**config.mk**
```make
export PLATFORM = sky130hd
export DESIGN_NAME = quad_pulse_counter
export DESIGN_NICKNAME = d
export VERILOG_FILES = /design/src/rtl/qpc_pkg.sv /design/src/rtl/qpc_ctrl.sv /design/src/rtl/qpc_lane.sv /design/src/rtl/qpc_datapath.sv /design/src/rtl/quad_pulse_counter.sv
export SDC_FILE = /design/constraint.sdc
export NUM_CORES = 1
export LEC_CHECK = 0
export CAP_MARGIN = 20
export CORE_MARGIN = 4
export CORE_UTILIZATION = 55
export CTS_CLUSTER_SIZE = 28
export DETAILED_ROUTE_END_ITERATION = 16
export DONT_BUFFER_PORTS = 1
export PLACE_DENSITY = 0.7
export SLEW_MARGIN = 5
export SYNTH_ARGS = -nofsm -noshare
export SYNTH_HDL_FRONTEND = slang
export SYNTH_HIERARCHICAL = 1
export SYNTH_SLANG_ARGS = --single-unit
```
**constraint.sdc**
```tcl
create_clock -name clk -period 10 [get_ports clk]
set_input_delay 0.5 -clock clk [delete_from_list [all_inputs] [get_ports clk]]
set_output_delay 0.5 -clock clk [all_outputs]
set_load 0.02 [all_outputs]
```
**src/rtl/qpc_pkg.sv**
```systemverilog
`timescale 1ns/1ps
package qpc_pkg;

  typedef enum logic [2:0] {
    MODE_OFF         = 3'd0,
    MODE_SMP_SINGLE  = 3'd1,
    MODE_EDGE_SINGLE = 3'd2,
    MODE_EDGE_QUAD   = 3'd3,
    MODE_QUAD_1X     = 3'd4,
    MODE_QUAD_2X     = 3'd5,
    MODE_QUAD_4X     = 3'd6,
    MODE_RSVD        = 3'd7
  } qpcMode_e;

  typedef enum logic [1:0] {
    EV_BOTH = 2'd0,
    EV_UP   = 2'd1,
    EV_DOWN = 2'd2,
    EV_NONE = 2'd3
  } evSel_e;

  // strobes handed from control to datapath
  typedef struct packed {
    logic mainUp;
    logic mainDown;
    logic auxUp;
    logic auxDown;
  } cntStrobe_t;

  localparam int NUM_LANES = 2;
  localparam int NUM_FLAGS = 2 * NUM_LANES;

  // returns {up, down} after applying an event select
  function automatic logic [1:0] evFilter(evSel_e sel, logic up, logic down);
    logic [1:0] res;
    unique case (sel)
      EV_BOTH: res = {up, down};
      EV_UP:   res = {up, 1'b0};
      EV_DOWN: res = {1'b0, down};
      default: res = 2'b00;
    endcase
    return res;
  endfunction

endpackage

```
**src/rtl/qpc_ctrl.sv**
```systemverilog
`timescale 1ns/1ps
module qpc_ctrl
  import qpc_pkg::*;
(
  input  logic       clk,
  input  logic       rstN,
  input  logic       s0,
  input  logic       s1,
  input  logic [2:0] mode,
  input  logic       negEdge,
  input  logic       countDown,
  input  logic       s1DirEn,
  input  logic [1:0] mainEvSel,
  input  logic [1:0] auxEvSel,
  output cntStrobe_t strobe
);

  logic s0Now, s1Now, s0Prev, s1Prev;

  always_ff @(posedge clk) begin
    if (!rstN) begin
      s0Now  <= 1'b0;
      s1Now  <= 1'b0;
      s0Prev <= 1'b0;
      s1Prev <= 1'b0;
    end else begin
      s0Now  <= s0;
      s1Now  <= s1;
      s0Prev <= s0Now;
      s1Prev <= s1Now;
    end
  end

  logic s0Rise, s0Fall, s1Rise, s1Fall, s0Edge, s1Edge;
  logic singleEdge, singleDown, phaseAUp, phaseBUp;
  logic evt, evtUp, upEv, downEv;
  qpcMode_e modeSel;

  assign modeSel = qpcMode_e'(mode);
  assign s0Rise  = s0Now & ~s0Prev;
  assign s0Fall  = ~s0Now & s0Prev;
  assign s1Rise  = s1Now & ~s1Prev;
  assign s1Fall  = ~s1Now & s1Prev;
  assign s0Edge  = s0Rise | s0Fall;
  assign s1Edge  = s1Rise | s1Fall;

  assign singleEdge = negEdge ? s0Fall : s0Rise;
  assign singleDown = countDown ^ (s1DirEn & ~s1Now);

  // phase A moving: up when A leads B
  assign phaseAUp = s0Rise ? ~s1Now : s1Now;
  // phase B moving: up when B trails A
  assign phaseBUp = s1Rise ? s0Now : ~s0Now;

  always_comb begin
    evt   = 1'b0;
    evtUp = 1'b0;
    unique case (modeSel)
      MODE_SMP_SINGLE, MODE_EDGE_SINGLE: begin
        evt   = singleEdge;
        evtUp = ~singleDown;
      end
      MODE_EDGE_QUAD, MODE_QUAD_1X: begin
        evt   = s0Rise;
        evtUp = ~s1Now ^ negEdge;
      end
      MODE_QUAD_2X: begin
        evt   = s0Edge;
        evtUp = phaseAUp ^ negEdge;
      end
      MODE_QUAD_4X: begin
        evt   = s0Edge ^ s1Edge;
        evtUp = (s0Edge ? phaseAUp : phaseBUp) ^ negEdge;
      end
      default: begin
        evt   = 1'b0;
        evtUp = 1'b0;
      end
    endcase
  end

  assign upEv   = evt & evtUp;
  assign downEv = evt & ~evtUp;

  always_comb begin
    {strobe.mainUp, strobe.mainDown} = evFilter(evSel_e'(mainEvSel), upEv, downEv);
    {strobe.auxUp,  strobe.auxDown}  = evFilter(evSel_e'(auxEvSel),  upEv, downEv);
  end

endmodule

```
**src/rtl/qpc_lane.sv**
```systemverilog
`timescale 1ns/1ps
module qpc_lane #(
  parameter int W = 16
) (
  input  logic         clk,
  input  logic         rstN,
  input  logic         load,
  input  logic [W-1:0] loadVal,
  input  logic         up,
  input  logic         down,
  input  logic         hystEn,
  input  logic [W-1:0] top,
  output logic [W-1:0] cnt,
  output logic         ofl,
  output logic         ufl
);

  localparam logic [W-1:0] ONE = W'(1);

  logic [W-1:0] nxt, half;

  assign half = top >> 1;

  always_comb begin
    nxt = cnt;
    ofl = 1'b0;
    ufl = 1'b0;
    if (up) begin
      if (cnt == top) begin
        ofl = 1'b1;
        nxt = hystEn ? half : '0;
      end else begin
        nxt = cnt + ONE;
      end
    end else if (down) begin
      if (cnt == '0) begin
        ufl = 1'b1;
        nxt = hystEn ? half : top;
      end else begin
        nxt = cnt - ONE;
      end
    end
  end

  always_ff @(posedge clk) begin
    if (!rstN)     cnt <= '0;
    else if (load) cnt <= loadVal;
    else           cnt <= nxt;
  end

endmodule

```
**src/rtl/qpc_datapath.sv**
```systemverilog
`timescale 1ns/1ps
module qpc_datapath
  import qpc_pkg::*;
#(
  parameter int W = 16
) (
  input  logic                 clk,
  input  logic                 rstN,
  input  cntStrobe_t           strobe,
  input  logic                 hystEn,
  input  logic                 loadEn,
  input  logic [W-1:0]         loadCnt,
  input  logic [W-1:0]         loadTop,
  input  logic                 topBufWr,
  input  logic [W-1:0]         topBufData,
  input  logic [NUM_FLAGS-1:0] flagSet,
  input  logic [NUM_FLAGS-1:0] flagClr,
  input  logic [NUM_FLAGS-1:0] intEnable,
  output logic [W-1:0]         count,
  output logic [W-1:0]         auxCount,
  output logic [W-1:0]         top,
  output logic [W-1:0]         topBuf,
  output logic [NUM_FLAGS-1:0] flags,
  output logic                 irq
);

  logic [W-1:0] laneCnt [NUM_LANES];
  logic [W-1:0] laneLoad[NUM_LANES];
  logic         laneUp  [NUM_LANES];
  logic         laneDn  [NUM_LANES];
  logic         laneOfl [NUM_LANES];
  logic         laneUfl [NUM_LANES];
  logic [NUM_FLAGS-1:0] hwFlags;

  assign laneLoad[0] = loadCnt;
  assign laneLoad[1] = '0;
  assign laneUp[0]   = strobe.mainUp;
  assign laneDn[0]   = strobe.mainDown;
  assign laneUp[1]   = strobe.auxUp;
  assign laneDn[1]   = strobe.auxDown;

  for (genvar g = 0; g < NUM_LANES; g++) begin : gLane
    qpc_lane #(.W(W)) u_lane (
      .clk    (clk),
      .rstN   (rstN),
      .load   (loadEn),
      .loadVal(laneLoad[g]),
      .up     (laneUp[g]),
      .down   (laneDn[g]),
      .hystEn (hystEn),
      .top    (top),
      .cnt    (laneCnt[g]),
      .ofl    (laneOfl[g]),
      .ufl    (laneUfl[g])
    );
    assign hwFlags[2*g]   = laneOfl[g] & ~loadEn;
    assign hwFlags[2*g+1] = laneUfl[g] & ~loadEn;
  end

  assign count    = laneCnt[0];
  assign auxCount = laneCnt[1];

  logic mainWrap;
  assign mainWrap = hwFlags[0] | hwFlags[1];

  always_ff @(posedge clk) begin
    if (!rstN) begin
      top    <= '1;
      topBuf <= '1;
    end else if (loadEn) begin
      top    <= loadTop;
      topBuf <= loadTop;
    end else begin
      if (topBufWr) topBuf <= topBufData;
      if (mainWrap) top    <= topBuf;
    end
  end

  always_ff @(posedge clk) begin
    if (!rstN) flags <= '0;
    else       flags <= (flags & ~flagClr) | flagSet | hwFlags;
  end

  assign irq = |(flags & intEnable);

endmodule

```
**src/rtl/quad_pulse_counter.sv**
```systemverilog
`timescale 1ns/1ps
module quad_pulse_counter
  import qpc_pkg::*;
#(
  parameter int W = 16
) (
  input  logic         clk,
  input  logic         rstN,
  input  logic         s0,
  input  logic         s1,
  input  logic [2:0]   mode,
  input  logic         negEdge,
  input  logic         countDown,
  input  logic         s1DirEn,
  input  logic         hystEn,
  input  logic [1:0]   mainEvSel,
  input  logic [1:0]   auxEvSel,
  input  logic         loadEn,
  input  logic [W-1:0] loadCnt,
  input  logic [W-1:0] loadTop,
  input  logic         topBufWr,
  input  logic [W-1:0] topBufData,
  input  logic [3:0]   flagSet,
  input  logic [3:0]   flagClr,
  input  logic [3:0]   intEnable,
  output logic [W-1:0] count,
  output logic [W-1:0] auxCount,
  output logic [W-1:0] top,
  output logic [W-1:0] topBuf,
  output logic [3:0]   flags,
  output logic         irq
);

  cntStrobe_t strobe;

  qpc_ctrl u_ctrl (
    .clk      (clk),
    .rstN     (rstN),
    .s0       (s0),
    .s1       (s1),
    .mode     (mode),
    .negEdge  (negEdge),
    .countDown(countDown),
    .s1DirEn  (s1DirEn),
    .mainEvSel(mainEvSel),
    .auxEvSel (auxEvSel),
    .strobe   (strobe)
  );

  qpc_datapath #(.W(W)) u_dp (
    .clk       (clk),
    .rstN      (rstN),
    .strobe    (strobe),
    .hystEn    (hystEn),
    .loadEn    (loadEn),
    .loadCnt   (loadCnt),
    .loadTop   (loadTop),
    .topBufWr  (topBufWr),
    .topBufData(topBufData),
    .flagSet   (flagSet),
    .flagClr   (flagClr),
    .intEnable (intEnable),
    .count     (count),
    .auxCount  (auxCount),
    .top       (top),
    .topBuf    (topBuf),
    .flags     (flags),
    .irq       (irq)
  );

endmodule

```
==> metrics.txt, run 1 <==
aggregate negative setup slack=0 ns; antenna violations before repair=0; crit path max fanout=31; flip-flop and latch count after synthesis=72; insertion delay to the later sink of the worst-skew pair=about 0.34 ns; Post-DRT Antenna Nets=0; first drt pass iteration count=6; final net count=between 800 and 900; unrepaired setup endpoints after global routing=false; htree depth=3; worst-case headroom to the max-slew limit=between 20% and 30%; FP Rows=39; TritonCTS clock tree=yes; final weighted congestion of routability-driven global placement=between 0.9 and 1; Worst path slowest cell=sky130_fd_sc_hd__or3_1; most repeated library cell on the critical path=sky130_fd_sc_hd__inv_1; Synthesis Warnings=6; total wire length after detailed routing=21.7 mm; clock-pin slew reported for the worst setup and hold paths after clock tree synthesis=~0.06 ns; status=complete, no violations; Final Hold Viols=0; Post-Synthesis Cell Area=~6400 µm²; number of sinks handled by clock tree synthesis=a little over 70; count of buffers inserted at the top-level ports=0; max-cap viol count=0; Worst Tran Pin Value=between 1 and 1.5 ns; path depth of the worst reg2reg path=13; CTS Root Buffer Type=sky130_fd_sc_hd__clkbuf_16; post-synthesis cell type count=80; total track usage=between 30% and 40%; Worst setup SP type=flop; top achievable clock speed=270 MHz; crit path DAT=between 3 and 4 ns; number of synthesized flops with an enable pin=0; DR WL/cell=22.8 µm; kind of cell with the highest combined delay on the critical path=simple AND/OR/NAND/NOR gates; end of the worst register-to-register path=u_dp/top[14]$_SDFFE_PN1P_; number of buffers added by the clock tree synthesis step=9; setup repair bufs after CTS=0; average via count per standard cell=7.00; delay of the slowest cell on the worst path=between 0.7 and 0.8 ns; routing usage on met3=under 10%; type of the setup path with the least slack=flop to flop; antenna fix cells=0; placeable core region=11,400 µm²; Primary FF master, synth=sky130_fd_sc_hd__dfxtp_1; critical path data required time=between 10 and 15 ns; via total after detailed routing=roughly 6,700; die area=roughly 13,000 µm²; number of global-route vias before repair=6,465; hold buffer count at CTS=0; number of top-level pins=146; path category of the worst min-delay check=primary input to flop; total overflow reported by the global router=0; async set-or-reset flop fraction in the synthesized netlist=0%; routing usage on met2=between 50% and 60%; number of instances in the synthesized netlist=856; share of layout cells above drive strength 1=under 10%; met1 capacity usage during global routing=between 40% and 50%; area delta synth->final=2.63%; initial cell density of the core=56.3%; register-to-register path setup slack=approximately 6.3 ns; cell count of the worst hold path=1; count of buffer and inverter cells on the critical path=3; cell accounting for the most synthesized area=sky130_fd_sc_hd__dfxtp_1; die height=approximately 120 µm; final clock period utilization by the worst path=a little under two fifths; DRC viols=0; initial DRC count=788; horizontal extent of the die=116 µm; worst hold slack=around 0.25 ns; Final Max Slew Viols=0; half-perimeter wire length after detailed placement=14.6 mm; leakage power total=about 0.0025 µW; ratio of total power to cell area=between 150 and 200 nW/µm²; layer with the highest usage after global routing=met2; post-synth top area share=around 22%; cts repair resizes=0; fraction of the yosys area taken by sequential cells=~22%; time the worst path needs with I/O delays and setup=3.71 ns; Cell Chain, Critical Path=inv_1, ha_1, nor3b_1, o211ai_1, a211o_1, and3_1, nor3_2, buf_4, inv_1, nor2_1, or3_1, mux2i_1, nand2_1; total of endpoints with negative setup slack in the final report=0; Longest Clk Path Bufs=2; launch point of the worst hold path=rstN; Worst Hold Path EP=u_dp/top[14]$_SDFFE_PN1P_; largest net degree at the start of global routing=90; Reg-to-Reg Start=u_ctrl/s0Now$_SDFF_PN0_; biggest area contributors in the synthesized netlist=sky130_fd_sc_hd__dfxtp_1 22%, sky130_fd_sc_hd__xor2_1 7.1%, sky130_fd_sc_hd__mux2i_1 3.6%; worst-case vdd ir drop=around 0.11 mV; wire length of the first global-routing pass=around 34 mm; synthesized area per cell=about 7.5 µm²; Max Clock Skew=between 0.006 and 0.007 ns; type of destination of the critical path=flop
[report_power, final]
part	switching [µW]	total [µW]	internal (µW)
logic	138	248	111
clock network	143	342	199
registers	96.8	407	311
[through the flow]
stage          util [%]  setup slack, ns  area, µm²  power [µW]  std cells
4_1_cts            57.8             6.34       6600         995        953
6_report           57.8             6.29       6600         997        953
5_1_grt            57.8             5.93       6600        1050        953
3_5_place_dp       55.1             6.38       6290         652        937
2_1_floorplan         -             6.76       6490         613        871
3_3_place_gp       55.1             6.52       6290         644        937
[Yosys cell counts, types with 23 or more instances]
| library cell | count |
|---|---|
| sky130_fd_sc_hd__dfxtp_1 | 72 |
| sky130_fd_sc_hd__nand2_1 | 59 |
| sky130_fd_sc_hd__nor2_1 | 57 |
| sky130_fd_sc_hd__xor2_1 | 52 |
| sky130_fd_sc_hd__clkbuf_1 | 47 |
| sky130_fd_sc_hd__a21oi_1 | 38 |
| sky130_fd_sc_hd__nand3_1 | 34 |
| sky130_fd_sc_hd__nor2b_1 | 34 |
| sky130_fd_sc_hd__o21ai_1 | 34 |
| sky130_fd_sc_hd__inv_1 | 30 |
| sky130_fd_sc_hd__xnor2_1 | 25 |
| sky130_fd_sc_hd__o21ai_0 | 24 |
| sky130_fd_sc_hd__mux2i_1 | 23 |
[metal layers]
| layer | part of all wire, % | wire, µm |
|---|---|---|
| met2 | 47 | 10100 |
| met1 | 40 | 8670 |
| met4 | 2.7 | 589 |
| met5 | 0 | 0 |
| met3 | 11 | 2310 |
[worst max path at each step]
stage | cells after the start | slack [ns] | end | startpoint
after CTS | 13 | 6.34 | u_dp/top[14]$_SDFFE_PN1P_ | u_ctrl/s0Now$_SDFF_PN0_
after global routing | 13 | 5.93 | u_dp/top[14]$_SDFFE_PN1P_ | u_ctrl/s0Now$_SDFF_PN0_
after detailed placement | 13 | 6.38 | u_dp/top[14]$_SDFFE_PN1P_ | u_ctrl/s0Now$_SDFF_PN0_
after global placement | 13 | 6.52 | u_dp/top[14]$_SDFFE_PN1P_ | u_ctrl/s0Now$_SDFF_PN0_
after floorplan | 13 | 6.76 | u_dp/gLane[1].u_lane/cnt[6]$_SDFFE_PN0P_ | u_ctrl/s0Now$_SDFF_PN0_
final | 13 | 6.29 | u_dp/top[14]$_SDFFE_PN1P_ | u_ctrl/s0Now$_SDFF_PN0_
[sequential cells by signal, indices dropped and copies added, names as in the netlist]
register               cells
u_dp/top                  16
u_ctrl/s1Now               1
u_ctrl/s0Now               1
u_ctrl/s0Prev              1
u_dp/flags                 4
u_dp/topBuf               16
u_ctrl/s1Prev              1
u_dp/gLane.u_lane/cnt     32
[layout make-up]
cell class / instances / area [µm²]
fill: 1088 / 4820
multi-input combinational: 680 / 4470
sequential: 72 / 1440
clock buffer: 9 / 225
tap: 143 / 179
inverter: 31 / 116
clock inverter: 7 / 83.8
timing repair buffer: 11 / 82.6
[cell usage in the layout (no fill, tap or decap), drive strengths merged, types with 8 or more instances in the layout]
cell type  instances
dfxtp             72
nand2             59
o21ai             58
nor2              57
xor2              52
a21oi             39
nor2b             36
nand3             35
inv               35
xnor2             25
mux2i             23
a211oi            21
nor3              21
o21a              20
o221ai            19
a31oi             19
nand4             18
nor4              18
conb              16
and3              14
buf               11
and2              10
clkbuf             9
ha                 9
o22ai              8
[cell families after synthesis]
kind of cell	after synthesis	synth area share [%]
fa+ha+maj	9	1.75
flops	72	22.4
xor+xnor	77	10.5
compound gates	246	26.0
other cells	1	0.0583
simple gates	305	25.9
mux	27	4.28
buf+inv	119	9.09
(Power assumes the default switching activity.)
==> run 2, diff against run 1 <==
Settings changed: ABC_AREA from default to 1, PLACE_DENSITY 0.7 to 0.73.
Clock period 10 ns to 3.25 ns, I/O delays scaled along.
==> run 2 against run 1 <==
  * Die area rose by 11%
  * Maximum frequency up 34%
  * First-iteration DRC count grew 56%
  * Synthesized area is 12% higher
  * Critical path depth rose by 6
  * Flip-flop and latch count stayed put
  * Final cell count rose by 62%
  * Sequential share of layout area decreased by 4.2 points
  * Worst setup slack got worse by 5.8 ns
  * Largest cell class unchanged
  * Highest routed layer unchanged
==> metrics.txt, run 2 <==
initial cell density of the core=56.6% (+0.28 points); final instance area=8150 µm² (+24%); Worst setup SP type=flop; Worst Tran Pin Value=0.696 ns (-0.354 ns); via total after detailed routing=8,791 (+32%); setup repair bufs after CTS=0 (unchanged); cell accounting for the most synthesized area=sky130_fd_sc_hd__nand2_1; CTS Root Buffer Type=sky130_fd_sc_hd__clkbuf_16; top achievable clock speed=363 MHz (+34%); flip-flop and latch count after synthesis=72 (unchanged); Synthesis Warnings=6 (unchanged); TritonCTS clock tree=yes; Max Clock Skew=0.0145 ns (+0.00846 ns); unrepaired setup endpoints after global routing=false; final-layout fill cell count=1,257 (+16%); number of top-level pins=146 (unchanged); kind of cell with the highest combined delay on the critical path=simple AND/OR/NAND/NOR gates; fraction of the yosys area taken by sequential cells=20.0% (-2.4 points); status=complete, no violations; crit path max fanout=21 (-32%); share of layout cells above drive strength 1=9.18% (+2.8 points); total wire length after detailed routing=27.0 mm (+24%); post-synthesis cell type count=40 (-50%); Sequential cell area=1440 µm² (unchanged); clock-pin slew reported for the worst setup and hold paths after clock tree synthesis=0.06 ns (about the same); area delta synth->final=13.2%; count of buffers inserted at the top-level ports=0 (unchanged); FP Rows=41 (+5.1%); number of global-route vias before repair=7,867 (+22%); register-to-register path setup slack=0.49 ns (-5.80 ns); path category of the worst min-delay check=primary input to flop; Post-DRT Antenna Nets=0 (unchanged); async set-or-reset flop fraction in the synthesized netlist=0% (unchanged); insertion delay to the later sink of the worst-skew pair=0.35 ns (about the same); Worst path slowest cell=sky130_fd_sc_hd__dfxtp_1; antenna fix cells=0 (unchanged); crit path DAT=2.99 ns (-0.95 ns); number of flip-flops in the largest register=32 (unchanged); most repeated library cell on the critical path=sky130_fd_sc_hd__nand2_1; ratio of total power to cell area=408 nW/µm² (+170%); leading cell type in the layout, fill and taps excluded=sky130_fd_sc_hd__nand2_1; worst-case headroom to the max-slew limit=53.5% (+24 points); register with the most flip-flops=u_dp/gLane.u_lane/cnt; die area=15,000 µm² (+11%); DP Cell Count=1,488 (+59%); horizontal extent of the die=122 µm (+5.4%); max-cap viol count=0 (unchanged); Longest Clk Path Bufs=2 (unchanged); initial DRC count=1,231 (+56%); final clock period utilization by the worst path=84.9% (+48 points); largest net degree at the start of global routing=53 (-41%); worst-case vdd ir drop=0.308 mV (+180%); path depth of the worst reg2reg path=19 (+6); Post-Synthesis Cell Area=7200 µm² (+12%); die height=122 µm (+5.4%); number of instances in the synthesized netlist=1,319 (+54%); antenna violations before repair=0 (unchanged); type of destination of the critical path=flop; Cell Chain, Critical Path=inv_1, ha_1, nand3_1, nand3_1, nand2_1, nand2_1, nand2_1, nand3_2, nand2_1, nand2_1, nor2_1, buf_4, nor2_1, inv_1, nor2_1, inv_1, o21ai_0, a21oi_1, nor2_1; placeable core region=12,700 µm² (+11%); cell count of the worst hold path=4 (+3); biggest regs=u_dp/gLane.u_lane/cnt: 32 flops, u_dp/topBuf: 16 flops, u_dp/top: 16 flops; post-synth top area share=26.7% (+4.3 points); htree depth=3 (unchanged); top post-synthesis cells by count=513 x sky130_fd_sc_hd__nand2_1, 140 x sky130_fd_sc_hd__nand3_1, 134 x sky130_fd_sc_hd__nor2_1; biggest area contributors in the synthesized netlist=sky130_fd_sc_hd__nand2_1 27%, sky130_fd_sc_hd__dfxtp_1 20%, sky130_fd_sc_hd__nand3_1 9.7%; Worst Hold Path EP=u_dp/gLane[0].u_lane/cnt[8]$_SDFFE_PN0P_; time the worst path needs with I/O delays and setup=2.76 ns (-0.949 ns); leakage power total=0.00440 µW (+79%); end of the worst register-to-register path=u_dp/gLane[0].u_lane/cnt[7]$_SDFFE_PN0P_; Final Max Slew Viols=0 (unchanged); placement-stage cell area=7440 µm² (+18%); worst hold slack=0.0218 ns (-0.223 ns); first drt pass iteration count=6 (unchanged); number of synthesized flops with an enable pin=0 (unchanged); most common cell in the synthesized netlist=sky130_fd_sc_hd__nand2_1; launch point of the worst hold path=rstN; synthesized area per cell=5.46 µm² (-27%); half-perimeter wire length after detailed placement=18.8 mm (+28%); wire length of the first global-routing pass=41.5 mm (+20%); Reg-to-Reg Start=u_ctrl/s0Now$_SDFF_PN0_; final weighted congestion of routability-driven global placement=0.984 (+4.3%); aggregate negative setup slack=0 ns (unchanged); average via count per standard cell=5.69 (-19%); multi-input combinational cell area=4960 µm² (+11%); Primary FF master, synth=sky130_fd_sc_hd__dfxtp_1; number of sinks handled by clock tree synthesis=72 (unchanged); Final Hold Viols=0 (unchanged); total overflow reported by the global router=0 (unchanged); PnR Total Power=3330 µW (+230%); total track usage=35.4% (+3.2 points); count of non-filler cells in the finished layout=1,544 (+62%); total of endpoints with negative setup slack in the final report=0 (unchanged); final net count=1,453 (+63%); number of buffers added by the clock tree synthesis step=9 (unchanged); type of the setup path with the least slack=flop to flop; DR WL/cell=17.5 µm (-23%); DRC viols=0 (unchanged); critical path data required time=3.49 ns (-6.74 ns); highest-count cells in the layout ignoring fill and taps=513 x sky130_fd_sc_hd__nand2_1, 140 x sky130_fd_sc_hd__nand3_1, 134 x sky130_fd_sc_hd__nor2_1; delay of the slowest cell on the worst path=0.37 ns (-0.41 ns); count of buffer and inverter cells on the critical path=4 (+1)
-- run 2: layer usage --
| layer | track usage, % | part of all wire, % | up-vias |
|---|---|---|---|
| met5 | 0 | 0 | - |
| met1 | 46.9 | 40 | 3887 |
| met2 | 53.6 | 43 | 603 |
| met4 | 13.8 | 3.0 | 0 |
| met3 | 11.3 | 14 | 68 |
| li1 | - | - | 4233 |
-- run 2: power breakdown --
group / switching, µW / total [µW] / internal [µW]
Combinational: 742 / 1130 / 389
Sequential: 183 / 1140 / 957
Clock: 450 / 1050 / 605
-- run 2: worst register-to-register path, stage by stage, from the launching register on --
cell and delay (ns):
sky130_fd_sc_hd__dfxtp_1 0.37, sky130_fd_sc_hd__inv_1 0.07, sky130_fd_sc_hd__ha_1 0.35, sky130_fd_sc_hd__nand3_1 0.10, sky130_fd_sc_hd__nand3_1 0.07, sky130_fd_sc_hd__nand2_1 0.08
sky130_fd_sc_hd__nand2_1 0.05, sky130_fd_sc_hd__nand2_1 0.06, sky130_fd_sc_hd__nand3_2 0.06, sky130_fd_sc_hd__nand2_1 0.06, sky130_fd_sc_hd__nand2_1 0.06, sky130_fd_sc_hd__nor2_1 0.13
sky130_fd_sc_hd__buf_4 0.28, sky130_fd_sc_hd__nor2_1 0.11, sky130_fd_sc_hd__inv_1 0.08, sky130_fd_sc_hd__nor2_1 0.05, sky130_fd_sc_hd__inv_1 0.34, sky130_fd_sc_hd__o21ai_0 0.16
sky130_fd_sc_hd__a21oi_1 0.14, sky130_fd_sc_hd__nor2_1 0.05
-- run 2: how the worst max path moves through the flow --
| stage | from | depth (start not counted) | to |
|---|---|---|---|
| 2_1_floorplan | u_ctrl/s0Now$_SDFF_PN0_ | 16 | u_dp/top[6]$_SDFFE_PN1P_ |
| 3_3_place_gp | u_ctrl/s0Now$_SDFF_PN0_ | 19 | u_dp/gLane[0].u_lane/cnt[7]$_SDFFE_PN0P_ |
| 3_5_place_dp | u_ctrl/s0Now$_SDFF_PN0_ | 19 | u_dp/gLane[0].u_lane/cnt[7]$_SDFFE_PN0P_ |
| 4_1_cts | u_ctrl/s0Now$_SDFF_PN0_ | 19 | u_dp/gLane[0].u_lane/cnt[7]$_SDFFE_PN0P_ |
| 5_1_grt | u_ctrl/s0Now$_SDFF_PN0_ | 20 | u_dp/gLane[0].u_lane/cnt[7]$_SDFFE_PN0P_ |
| 6_report | u_ctrl/s0Now$_SDFF_PN0_ | 19 | u_dp/gLane[0].u_lane/cnt[7]$_SDFFE_PN0P_ |
-- run 2: cell type report --
cell class	instances	share of cell area, %
clock inverters	7	0.982
clock buffers	9	2.76
repair buffers	76	8.35
multi-input cells	1062	60.9
inverters	146	6.72
flip-flops and latches	72	17.7
well taps	172	2.64
-- run 2: cell families after synthesis --
logic type      count (synthesis)  share of synthesized area (%)
xor+xnor                       31                           3.77
buf+inv                       200                           11.9
other cells                     1                         0.0521
flops                          72                           20.0
fa+ha+maj                       9                           1.56
simple gates                  868                           52.3
compound gates                138                           10.5
-- run 2: metrics by stage --
step | worst slack [ns] | utilization (%)
floorplan | 0.757 | -
global placement | 0.599 | 58.4
detailed placement | 0.510 | 58.4
CTS | 0.506 | 64.1
global route | 0.109 | 64.1
finish | 0.492 | 64.1
-- run 2: what timing repair did --
item | in CTS | in global routing
endpoints found under the hold margin | 49 | 0
hold buffers | 40 | 0
resized for setup | 0 | 0
endpoints found under the setup margin | 0 | 0
